[config.mk]
export PLATFORM = sky130hd
export DESIGN_NAME = tlp_tx_seg_monitor
export DESIGN_NICKNAME = d
export VERILOG_FILES = /design/src/rtl/tlpmon_pkg.sv /design/src/rtl/tlpmon_place_rules.sv /design/src/rtl/tlpmon_seq_tracker.sv /design/src/rtl/tlpmon_stall_timer.sv /design/src/rtl/tlp_tx_seg_monitor.sv
export SDC_FILE = /design/constraint.sdc
export NUM_CORES = 1
export LEC_CHECK = 0
export ABC_AREA = 1
export BUFFER_PORTS_ARGS = -buffer_cell sky130_fd_sc_hd__buf_2
export CORE_MARGIN = 1.5
export CORE_UTILIZATION = 55
export CTS_CLUSTER_SIZE = 8
export DETAILED_ROUTE_END_ITERATION = 12
export GPL_TIMING_DRIVEN = 0
export HOLD_SLACK_MARGIN = 0.05
export PLACE_DENSITY = 0.85
export SYNTH_ARGS = -nofsm -noshare
export SYNTH_HDL_FRONTEND = slang
export SYNTH_HIERARCHICAL = 1
export SYNTH_SLANG_ARGS = --single-unit
[constraint.sdc]
create_clock -name clk -period 3.35 [get_ports clk]
set_clock_uncertainty 0.1 [all_clocks]
set_input_delay 0.1675 -clock clk [delete_from_list [all_inputs] [get_ports clk]]
set_output_delay 0.1675 -clock clk [all_outputs]
set_load 0.01 [all_outputs]
[src/rtl/tlpmon_pkg.sv]
// Shared constants for the segmented transmit monitor: lane count,
// layout codes and the position of each rule's error bit.
package tlpmon_pkg;
    localparam int NUM_SEG   = 4;
    localparam int NUM_LINKS = 2;
    localparam int NUM_RULES = 9;

    typedef enum logic [1:0] {
        LAYOUT_QUAD   = 2'd0,
        LAYOUT_DUAL   = 2'd1,
        LAYOUT_SINGLE = 2'd2
    } layout_e;

    localparam int E_GAP    = 0;
    localparam int E_ORDER  = 1;
    localparam int E_START  = 2;
    localparam int E_QSTART = 3;
    localparam int E_NSTART = 4;
    localparam int E_SSTART = 5;
    localparam int E_SHORT  = 6;
    localparam int E_STALL  = 7;
    localparam int E_MARKER = 8;
endpackage

[src/rtl/tlpmon_place_rules.sv]
// Combinational placement rules for one beat.
// Checks which lane may start a packet under the selected layout,
// the one-segment end rule and the header/marker consistency rule.
// Assumes the layout input is static between resets; code 3 acts as quad.
module tlpmon_place_rules
    import tlpmon_pkg::*;
(
    input  logic               is_quad,
    input  logic               is_dual,
    input  logic               is_single,
    input  logic [NUM_SEG-1:0] sop,
    input  logic [NUM_SEG-1:0] eop,
    input  logic [NUM_SEG-1:0] hval,
    input  logic [NUM_SEG-1:0] dval,
    input  logic [NUM_SEG-1:0] shortm,
    output logic               start_err,
    output logic               qstart_err,
    output logic               nstart_err,
    output logic               sstart_err,
    output logic               short_err,
    output logic               marker_err
);
    localparam int HALF = NUM_SEG / 2;

    logic [NUM_SEG-1:0] busy;
    logic [NUM_SEG-1:0] whole;
    logic [NUM_SEG-1:0] tail;

    // Per-lane classification of what the lane carries this beat.
    for (genvar g = 0; g < NUM_SEG; g++) begin : g_lane
        assign busy[g]  = hval[g] | dval[g];
        assign whole[g] = sop[g] & eop[g] & hval[g] & dval[g];
        assign tail[g]  = eop[g] & ~sop[g] & ~hval[g] & dval[g];
    end

    // Layout-dependent start-position rules.
    always_comb begin
        start_err  = 1'b0;
        qstart_err = 1'b0;
        nstart_err = 1'b0;
        sstart_err = 1'b0;
        if (is_quad) begin
            start_err  = sop[1] | sop[3];
            qstart_err = sop[2] & busy[0] & busy[1] & ~eop[1];
        end
        if (is_dual) begin
            nstart_err = (sop[1] & ~(whole[0] | tail[0]))
                       | (sop[HALF+1] & ~(whole[HALF] | tail[HALF]));
        end
        if (is_single) begin
            start_err  = |(busy[NUM_SEG-1:HALF] | sop[NUM_SEG-1:HALF]
                           | eop[NUM_SEG-1:HALF]);
            sstart_err = (sop[0] & sop[1]) | (sop[1] & ~(dval[0] & ~sop[0]));
        end
    end

    // Layout-independent lane consistency rules.
    always_comb begin
        short_err  = |(sop & shortm & ~eop);
        marker_err = |(sop & ~hval) | |(~busy & (sop | eop));
    end
endmodule

[src/rtl/tlpmon_seq_tracker.sv]
// Tracks whether a packet is open on each link and walks the lanes in
// ascending order each beat, flagging gaps and out-of-order starts/ends.
// Assumes: quad uses one link over all lanes, dual splits lanes into two
// links of equal width, single-width uses only the lower half of lanes.
module tlpmon_seq_tracker
    import tlpmon_pkg::*;
(
    input  logic               clk,
    input  logic               rst_n,
    input  logic               is_dual,
    input  logic               is_single,
    input  logic               ready,
    input  logic [NUM_SEG-1:0] sop,
    input  logic [NUM_SEG-1:0] eop,
    input  logic [NUM_SEG-1:0] busy,
    output logic               gap_err,
    output logic               order_err
);
    localparam int HALF = NUM_SEG / 2;

    logic [NUM_LINKS-1:0] open_q;
    logic [NUM_LINKS-1:0] open_d;
    logic                 cur;

    // Lane walk: advance the open-packet state through this beat's lanes.
    always_comb begin
        gap_err   = 1'b0;
        order_err = 1'b0;
        open_d    = open_q;
        cur       = open_q[0];
        for (int s = 0; s < NUM_SEG; s++) begin
            if (is_dual && s == HALF) begin
                open_d[0] = cur;
                cur       = open_q[1];
            end
            if (!(is_single && s >= HALF)) begin
                if (busy[s]) begin
                    if (sop[s]) begin
                        if (cur) order_err = 1'b1;
                        cur = ~eop[s];
                    end else if (!cur) begin
                        order_err = 1'b1;
                    end else if (eop[s]) begin
                        cur = 1'b0;
                    end
                end else if (cur && ready) begin
                    gap_err = 1'b1;
                end
            end
        end
        if (is_dual) begin
            open_d[1] = cur;
        end else begin
            open_d[0] = cur;
            open_d[1] = 1'b0;
        end
    end

    // Hold the open-packet state between beats.
    always_ff @(posedge clk) begin
        if (!rst_n) open_q <= '0;
        else        open_q <= open_d;
    end

    // a link never reports open after a beat that closed it in lane order.
    a_r5_close: assert property (@(posedge clk) disable iff (!rst_n)
        (!is_dual && !is_single && busy[NUM_SEG-1] && eop[NUM_SEG-1]) |=> !open_q[0]);
endmodule

[src/rtl/tlpmon_stall_timer.sv]
// Counts consecutive cycles with ready low while any lane is busy and
// reports the first cycle beyond the allowed window.
// Assumes LIMIT is the number of tolerated cycles; the count saturates.
module tlpmon_stall_timer #(
    parameter int LIMIT = 16
) (
    input  logic clk,
    input  logic rst_n,
    input  logic ready,
    input  logic busy,
    output logic hit
);
    localparam int CW = $clog2(LIMIT + 1);
    localparam logic [CW-1:0] CLIM = CW'(LIMIT);

    logic [CW-1:0] cnt_q;
    logic          held;

    // Current cycle is a stalled-but-valid cycle.
    assign held = ~ready & busy;
    assign hit  = held & (cnt_q == CLIM);

    // Saturating run-length counter of stalled-valid cycles.
    always_ff @(posedge clk) begin
        if (!rst_n)          cnt_q <= '0;
        else if (!held)      cnt_q <= '0;
        else if (cnt_q != CLIM) cnt_q <= cnt_q + 1'b1;
    end

    // the run counter restarts after any cycle that is not held.
    a_r7_restart: assert property (@(posedge clk) disable iff (!rst_n)
        !held |=> (cnt_q == '0));
endmodule

[src/rtl/tlp_tx_seg_monitor.sv]
// Top of the segmented transmit protocol monitor. Decodes the layout,
// combines the rule modules and keeps one sticky bit per rule.
// Assumes a passive tap: no output influences the bus.
module tlp_tx_seg_monitor
    import tlpmon_pkg::*;
#(
    parameter int STALL_LIMIT = 16
) (
    input  logic                 clk,
    input  logic                 rst_n,
    input  logic [1:0]           layout,
    input  logic                 tx_ready,
    input  logic [NUM_SEG-1:0]   lane_sop,
    input  logic [NUM_SEG-1:0]   lane_eop,
    input  logic [NUM_SEG-1:0]   lane_hval,
    input  logic [NUM_SEG-1:0]   lane_dval,
    input  logic [NUM_SEG-1:0]   lane_short,
    output logic [NUM_RULES-1:0] err_flags,
    output logic                 err_any
);
    logic                 is_quad, is_dual, is_single;
    logic [NUM_SEG-1:0]   busy;
    logic [NUM_RULES-1:0] beat_err;
    logic [NUM_RULES-1:0] err_q;
    logic                 gap_e, order_e, start_e, qstart_e, nstart_e;
    logic                 sstart_e, short_e, stall_e, marker_e;

    // Layout decode; unused code 3 falls back to quad.
    always_comb begin
        is_dual   = (layout == LAYOUT_DUAL);
        is_single = (layout == LAYOUT_SINGLE);
        is_quad   = ~is_dual & ~is_single;
    end

    assign busy = lane_hval | lane_dval;

    tlpmon_place_rules u_place (
        .is_quad    (is_quad),
        .is_dual    (is_dual),
        .is_single  (is_single),
        .sop        (lane_sop),
        .eop        (lane_eop),
        .hval       (lane_hval),
        .dval       (lane_dval),
        .shortm     (lane_short),
        .start_err  (start_e),
        .qstart_err (qstart_e),
        .nstart_err (nstart_e),
        .sstart_err (sstart_e),
        .short_err  (short_e),
        .marker_err (marker_e)
    );

    tlpmon_seq_tracker u_seq (
        .clk       (clk),
        .rst_n     (rst_n),
        .is_dual   (is_dual),
        .is_single (is_single),
        .ready     (tx_ready),
        .sop       (lane_sop),
        .eop       (lane_eop),
        .busy      (busy),
        .gap_err   (gap_e),
        .order_err (order_e)
    );

    tlpmon_stall_timer #(.LIMIT(STALL_LIMIT)) u_stall (
        .clk   (clk),
        .rst_n (rst_n),
        .ready (tx_ready),
        .busy  (|busy),
        .hit   (stall_e)
    );

    // Gather this beat's rule results into bit positions.
    always_comb begin
        beat_err           = '0;
        beat_err[E_GAP]    = gap_e;
        beat_err[E_ORDER]  = order_e;
        beat_err[E_START]  = start_e;
        beat_err[E_QSTART] = qstart_e;
        beat_err[E_NSTART] = nstart_e;
        beat_err[E_SSTART] = sstart_e;
        beat_err[E_SHORT]  = short_e;
        beat_err[E_STALL]  = stall_e;
        beat_err[E_MARKER] = marker_e;
    end

    // Sticky error capture, cleared only by reset.
    always_ff @(posedge clk) begin
        if (!rst_n) err_q <= '0;
        else        err_q <= err_q | beat_err;
    end

    assign err_flags = err_q;
    assign err_any   = |err_q;

    // a set bit never clears without reset.
    a_r10_sticky: assert property (@(posedge clk) disable iff (!rst_n)
        1'b1 |=> ((err_q & $past(err_q)) == $past(err_q)));
    // odd-lane start in quad layout is recorded on the next edge.
    a_r2_odd_start: assert property (@(posedge clk) disable iff (!rst_n)
        (layout == 2'd0 && (lane_sop[1] || lane_sop[3])) |=> err_q[E_START]);
    // short packet without same-lane end is recorded.
    a_r6_short: assert property (@(posedge clk) disable iff (!rst_n)
        (|(lane_sop & lane_short & ~lane_eop)) |=> err_q[E_SHORT]);
    // start without header valid is recorded.
    a_r9_marker: assert property (@(posedge clk) disable iff (!rst_n)
        (|(lane_sop & ~lane_hval)) |=> err_q[E_MARKER]);
    // the stall timer's report reaches the sticky bit.
    a_r7_stall: assert property (@(posedge clk) disable iff (!rst_n)
        stall_e |=> err_q[E_STALL]);
endmodule

==> impl_metrics.sql, run 1 <==
INSERT INTO impl_metrics (metric_group, metric, value, unit) VALUES
('run_status', 'run_status', 'finished, final reports clean', ''),
('placed_design', 'detailedPlacementHpwl', '2350', 'um'),
('synth', 'synth.avg_cell_area', '6.16', 'um2'),
('synth', 'synth.cell_area', '0.00118', 'mm2'),
('detailed_routing', 'initialDrtViolationCount', '65', ''),
('final_layout', 'final_cell_area', '0.00143', 'mm2'),
('global_route', 'wire_length_of_the_first_global_routing_pass', '5010', 'um'),
('clock_tree', 'clk_pin_slew_worst_paths', '0.09', 'ns'),
('synth', 'synth_edf_count', '0', ''),
('floorplanning', 'die_y', '49.4', 'um'),
('timing', 'finalSetupViolCount', '0', ''),
('final_layout', 'filler_cell_count', '178', ''),
('placed_design', 'placement.cell_area', '0.00139', 'mm2'),
('timing', 'fmax', '0.666', 'GHz'),
('global_route', 'grt_start_max_net_pins', '10', ''),
('final_layout', 'syn_to_final_growth', '21.1', '%'),
('synth', 'synthFlopType', 'dfxtp_1', ''),
('timing', 'finalMaxSlewViolations', '0', ''),
('global_route', 'first_global_vias', '1228', ''),
('critical_path', 'crit_path_end_kind', 'flop', ''),
('timing', 'max-slew-margin-rel', '0.771', ''),
('power', 'vdd_drop_max', '0.324', 'mV'),
('power', 'switching_share', '0.319', ''),
('timing', 'layout_min_cycle_time', '1.50', 'ns'),
('timing', 'worstMarginPinSlew', '0.343', 'ns'),
('timing', 'final_min_period_over_clock_period', '0.448', ''),
('clock_tree', 'clk_sinks', '16', ''),
('final_layout', 'finish.net_count', '261', ''),
('hold_path', 'timing.hold.worst.class', 'primary input to flop', ''),
('clock_tree', 'cts_buffers', '3', ''),
('floorplanning', 'die_w', '49.4', 'um'),
('floorplanning', 'placeableCoreArea', '0.00200', 'mm2'),
('synth', 'syn-num-nets', '221', ''),
('synth', 'postSynthRegisterBits', '16', ''),
('power', 'power.switching', '0.149', 'mW'),
('power', 'intPower', '0.319', 'mW'),
('final_layout', 'antenna_cells', '0', ''),
('floorplanning', 'die_outline_area', '0.00244', 'mm2'),
('detailed_routing', 'route.antenna.remaining_nets', '0', ''),
('power', 'power.share.sequential', '0.444', ''),
('detailed_routing', 'drt_pre_antenna_iters', '4', ''),
('clock_tree', 'ctsLongestPathBuffers', '2', ''),
('placed_design', 'numPortBuffers', '34', ''),
('floorplanning', 'floorplan.initialDensity', '0.591', ''),
('detailed_routing', 'remaining_drcs', '0', ''),
('detailed_routing', 'routed-via-count', '1341', ''),
('timing', 'hold_slack', '0.133', 'ns'),
('final_layout', 'layout_common_cells', 'nor2_1 (44), nand2_1 (37), buf_2 (34)', ''),
('critical_path', 'worst_ep_arrival_time', '1.59', 'ns'),
('synth', 'yosys_warnings', '6', ''),
('final_layout', 'final_layout_size_suffix_gt1_frac', '0.229', ''),
('synth', 'yosysUniqueCellTypes', '27', ''),
('detailed_routing', 'detail_route.vias_per_cell', '5.20', ''),
('clock_tree', 'clk_latency', '0.29', 'ns'),
('floorplanning', 'floorplan.rows', '16', ''),
('timing', 'timing_hold_violations_final', '0', ''),
('detailed_routing', 'route.final.wire_length', '2940', 'um'),
('power', 'power_share_of_the_combinational_group', '0.282', ''),
('final_layout', 'most_common_cell_after_layout_fill_and_taps_aside', 'nor2_1', ''),
('synth', 'postSynthCellCount', '192', ''),
('synth', 'fraction_of_post_synthesis_cell_area_in_the_top_cell_type_by_area', '0.271', ''),
('critical_path', 'worst-endpoint-required', '3.44', 'ns'),
('global_route', 'overflow', '0', ''),
('critical_path', 'timing.reg2reg.worst_path_depth', '10', ''),
('critical_path', 'worstPathMaxFanout', '5', ''),
('global_route', 'tot_gr_track_use', '0.262', ''),
('clock_tree', 'cts.root.buffer_cell', 'clkbuf_4', ''),
('global_route', 'grt_antenna_before_repair', '0', ''),
('clock_tree', 'cts_tree', 'done', ''),
('placed_design', 'finalWeightedCongestion', '0.926', ''),
('power', 'p_per_area', '326', 'mW/mm2');
-- stage by stage --
stage / std cells / util / power (mW) / worst slack [ns]
floorplan: 192 / - / 0.293 / 2.01
global placement: 253 / 0.693 / 0.336 / 1.67
detailed placement: 253 / 0.693 / 0.341 / 1.63
CTS: 258 / 0.716 / 0.468 / 1.84
global route: 258 / 0.716 / 0.495 / 1.69
finish: 258 / 0.716 / 0.468 / 1.85
-- layout make-up --
class                           count  area (um2)  share of cell area
Multi-Input combinational cell    146         751               0.524
Sequential cell                    16         320               0.223
Timing Repair Buffer               35         180               0.126
Inverter                           30         113              0.0785
Clock buffer                        4        36.3              0.0253
Tap cell                           27        33.8              0.0236
-- worst max-delay path, cell delays in order (launching register included) --
cell and delay [ns]:
dfxtp_1 0.33, inv_1 0.08, nand2_1 0.07, nand2_2 0.10, nor2_1 0.05, a211oi_1 0.21
nand2_1 0.07, nor2_1 0.10, nand3_1 0.12, nor2_1 0.12, nor2_1 0.04
-- power groups by stage --
stage	clock [mW]	combinational, mW	sequential (mW)
finish	0.128	0.132	0.208
global route	0.137	0.147	0.210
CTS	0.129	0.131	0.208
detailed placement	0	0.129	0.212
global placement	0	0.125	0.212
floorplan	0	0.0779	0.215
-- synthesized netlist by cell type, drive strengths merged, types with 2 or more instances --
library cell  count
nor2             46
nand2            44
inv              29
dfxtp            16
nand3            12
a21oi            10
o21ai            10
nand4             5
ha                4
o22ai             3
or2               3
a21boi            2
nand3b            2
nor3              2
-- routing by layer --
layer / up-vias / track usage / share of wire
li1: 690 / - / -
met1: 600 / 0.331 / 0.45
met2: 47 / 0.457 / 0.47
met3: 4 / 0.0613 / 0.064
met4: 0 / 0.0463 / 0.0068
met5: - / 0 / 0
-- cells by family (layout without fill, tap and decap cells) --
kind of cell,count (synthesis),after routing,synth area share
buf+inv,30,69,0.0951
simple gates,115,115,0.459
flops,16,16,0.271
fa+ha+maj,4,4,0.0423
compound gates,26,26,0.126
xor+xnor,1,1,0.00740
-- sequential cells by signal, indices dropped and copies added (netlist names) --
signal / flops
u_seq/open_q: 2
u_stall/cnt_q: 5
err_flags: 9
-- repair_timing --
action	4_1_cts	5_1_grt
endpoints found under the hold margin	1	0
endpoints found under the setup margin	0	0
hold buffers	1	0
-- final timing paths --
kind | startpoint | to | slack [ns]
setup reg to reg | u_seq/open_q[0] | err_flags[1] | 1.85
hold / removal | lane_dval[0] | err_flags[5] | 0.13
hold reg to reg | err_flags[2] | err_flags[2] | 0.39
setup / recovery | u_seq/open_q[0] | err_flags[1] | 1.85
No activity file was read; power rests on OpenSTA's default activity.
==> run 2: changes to the inputs <==
- CORE_UTILIZATION: 55 -> 51
- PLACE_DENSITY: 0.85 -> 0.8
- clock period: 3.35 -> 1.6 ns (I/O delays scaled with it)
==> run 2 against run 1 <==
Wire length fell by 4.4%. Sequential cell count is the same. Fmax up 1.8%. Final cell count increased by 1.6%. Critical endpoint unchanged.
==> impl_metrics.sql, run 2 (synthesized netlist as in run 1, its figures left out) <==
INSERT INTO impl_metrics (metric_group, metric, value, unit) VALUES
('timing', 'layout_min_cycle_time', '1.48', 'ns'),
('hold_path', 'timing.hold.worst.class', 'primary input to flop', ''),
('floorplanning', 'die_outline_area', '0.00262', 'mm2'),
('critical_path', 'worst_path_most_repeated_cell', 'nor2_1', ''),
('final_layout', 'layout_common_cells', 'nor2_1 (44), nand2_1 (37), buf_2 (34)', ''),
('final_layout', 'antenna_cells', '0', ''),
('critical_path', 'worstSetupStartpointType', 'flop', ''),
('floorplanning', 'floorplan.initialDensity', '0.540', ''),
('timing', 'final_min_period_over_clock_period', '0.923', ''),
('timing', 'final_critical_path_setup_slack', '0.124', 'ns'),
('placed_design', 'numPortBuffers', '34', ''),
('placed_design', 'dp_worst_setup_slack', '-0.0188', 'ns'),
('final_layout', 'instances_no_fill', '262', ''),
('critical_path', 'ff2ff_setup_slack', '0.12', 'ns'),
('critical_path', 'worst_ep_arrival_time', '1.56', 'ns'),
('detailed_routing', 'initialDrtViolationCount', '32', ''),
('detailed_routing', 'route.final.wire_length', '2810', 'um'),
('critical_path', 'crit_path_top_delay_cell', 'dfxtp_2', ''),
('global_route', 'first_global_vias', '1205', ''),
('floorplanning', 'die_y', '51.2', 'um'),
('global_route', 'grt_antenna_before_repair', '0', ''),
('timing', 'max-slew-margin-rel', '0.760', ''),
('clock_tree', 'cts_buffers', '3', ''),
('timing', 'worstMarginPinSlew', '0.360', 'ns'),
('clock_tree', 'clk_sinks', '16', ''),
('clock_tree', 'cts.root.buffer_cell', 'clkbuf_4', ''),
('global_route', 'grt_start_max_net_pins', '10', ''),
('critical_path', 'worstPathMaxFanout', '5', ''),
('clock_tree', 'cts_tree', 'done', ''),
('hold_path', 'hold-path-cell-count', '4', ''),
('timing', 'finalSetupViolCount', '0', ''),
('final_layout', 'most_common_cell_after_layout_fill_and_taps_aside', 'nor2_1', ''),
('detailed_routing', 'remaining_drcs', '0', ''),
('clock_tree', 'ctsLongestPathBuffers', '2', ''),
('final_layout', 'number_of_flip_flops_under_the_largest_register_name', '9', ''),
('final_layout', 'filler_cell_count', '218', ''),
('hold_path', 'hold_path_startpoint', 'lane_dval[0]', ''),
('detailed_routing', 'drt_pre_antenna_iters', '4', ''),
('final_layout', 'finish.net_count', '264', ''),
('clock_tree', 'clk_pin_slew_worst_paths', '0.09', 'ns'),
('power', 'p_per_area', '664', 'mW/mm2'),
('critical_path', 'r2r_start', 'u_seq/open_q[0]', ''),
('timing', 'fmax', '0.677', 'GHz'),
('global_route', 'tot_gr_track_use', '0.240', ''),
('critical_path', 'cp_num_buf_inv', '1', ''),
('run_status', 'run_status', 'finished, final reports clean', ''),
('clock_tree', 'clk_latency', '0.29', 'ns'),
('placed_design', 'detailedPlacementHpwl', '2300', 'um'),
('power', 'finalPower', '0.978', 'mW'),
('final_layout', 'syn_to_final_growth', '24.3', '%'),
('placed_design', 'finalWeightedCongestion', '0.867', ''),
('floorplanning', 'floorplan.rows', '17', ''),
('critical_path', 'crit_chain', 'inv_1, nand2_1, nand2_2, nor2_1, a211oi_2, nand2_1, nor2_1, nand3_1, nor2_1, nor2_1', ''),
('hold_path', 'hold-path-endpoint', 'err_flags[5]', ''),
('critical_path', 'worst-endpoint-required', '1.68', 'ns'),
('critical_path', 'timing.reg2reg.worst_path_depth', '10', ''),
('timing', 'grt_setup_unrepaired', 'false', ''),
('power', 'total_leakage_power', '0.757', 'nW'),
('flow_run', 'cap_viol_max_count', '0', ''),
('detailed_routing', 'detail_route.wl_per_cell', '10.7', 'um'),
('detailed_routing', 'detail_route.vias_per_cell', '5.05', ''),
('critical_path', 'path_class', 'flop to flop', ''),
('clock_tree', 'htree_levels', '1', ''),
('detailed_routing', 'routed-via-count', '1322', ''),
('critical_path', 'crit_family', 'simple AND/OR/NAND/NOR gates', ''),
('placed_design', 'placed_cells', '254', ''),
('final_layout', 'final_cell_area', '0.00147', 'mm2'),
('floorplanning', 'die_w', '51.2', 'um'),
('global_route', 'overflow', '0', ''),
('floorplanning', 'top_level_ports', '35', ''),
('final_layout', 'final_layout_size_suffix_gt1_frac', '0.235', ''),
('global_route', 'wire_length_of_the_first_global_routing_pass', '4800', 'um'),
('placed_design', 'placement.cell_area', '0.00139', 'mm2'),
('critical_path', 'critPathMaxStageDelay', '0.34', 'ns'),
('power', 'vdd_drop_max', '0.747', 'mV'),
('critical_path', 'crit_path_end_kind', 'flop', ''),
('critical_path', 'r2r-end', 'err_flags[1]', ''),
('timing', 'finalMaxSlewViolations', '0', ''),
('timing', 'timing_hold_violations_final', '0', ''),
('floorplanning', 'placeableCoreArea', '0.00219', 'mm2'),
('detailed_routing', 'route.antenna.remaining_nets', '0', '');
## run 2: worst max-delay path by stage
stage / to / start / slack [ns] / depth (start not counted)
global route: err_flags[1] / u_seq/open_q[0] / 0.03 / 11
CTS: err_flags[1] / u_seq/open_q[0] / 0.08 / 10
finish: err_flags[1] / u_seq/open_q[0] / 0.12 / 10
detailed placement: err_flags[1] / lane_dval[0] / -0.02 / 13
global placement: err_flags[1] / lane_dval[0] / 0.02 / 13
floorplan: err_flags[1] / u_seq/open_q[0] / 0.32 / 10
## run 2: layout make-up
class,count,area [um2],area share
inverters,30,113,0.0765
multi-input cells,146,756,0.514
well taps,28,35.0,0.0238
repair buffers,38,210,0.143
clock buffers,4,36.3,0.0247
flip-flops and latches,16,322,0.219
## run 2: worst register-to-register path, cell delays in order, from the launching register on
cell and delay, ns:
dfxtp_2 0.34, inv_1 0.06, nand2_1 0.06, nand2_2 0.11, nor2_1 0.06, a211oi_2 0.18, nand2_1 0.07, nor2_1 0.09
nand3_1 0.11, nor2_1 0.13, nor2_1 0.05
## run 2: layer usage
| layer | global-route usage | part of all wire | up-vias |
|---|---|---|---|
| met1 | 0.315 | 0.47 | 574 |
| met5 | 0 | 0 | - |
| li1 | - | - | 700 |
| met3 | 0.0556 | 0.074 | 5 |
| met2 | 0.409 | 0.44 | 43 |
| met4 | 0.0360 | 0.0075 | 0 |
## run 2: per-stage QoR
step	util	hold slack (ns)	TNS, ns
after global placement	0.634	0.254	0
after floorplan	-	0.108	0
after global routing	0.672	0.120	0
after detailed placement	0.634	0.254	-0.0188
final	0.672	0.0752	0
after CTS	0.669	0.0680	0
## run 2: timing repair
item	in CTS	in global routing
endpoints found under the hold margin	5	0
buffers inserted	0	0
gates resized for setup	0	2
setup endpoints to repair	0	1
hold buffers	4	0
## run 2: power breakdown
part | internal (mW) | leakage (nW) | total, mW | switching [mW]
logic | 0.115 | 0.604 | 0.280 | 0.164
registers | 0.420 | 0.132 | 0.436 | 0.0162
clock network | 0.139 | 0.0210 | 0.262 | 0.123
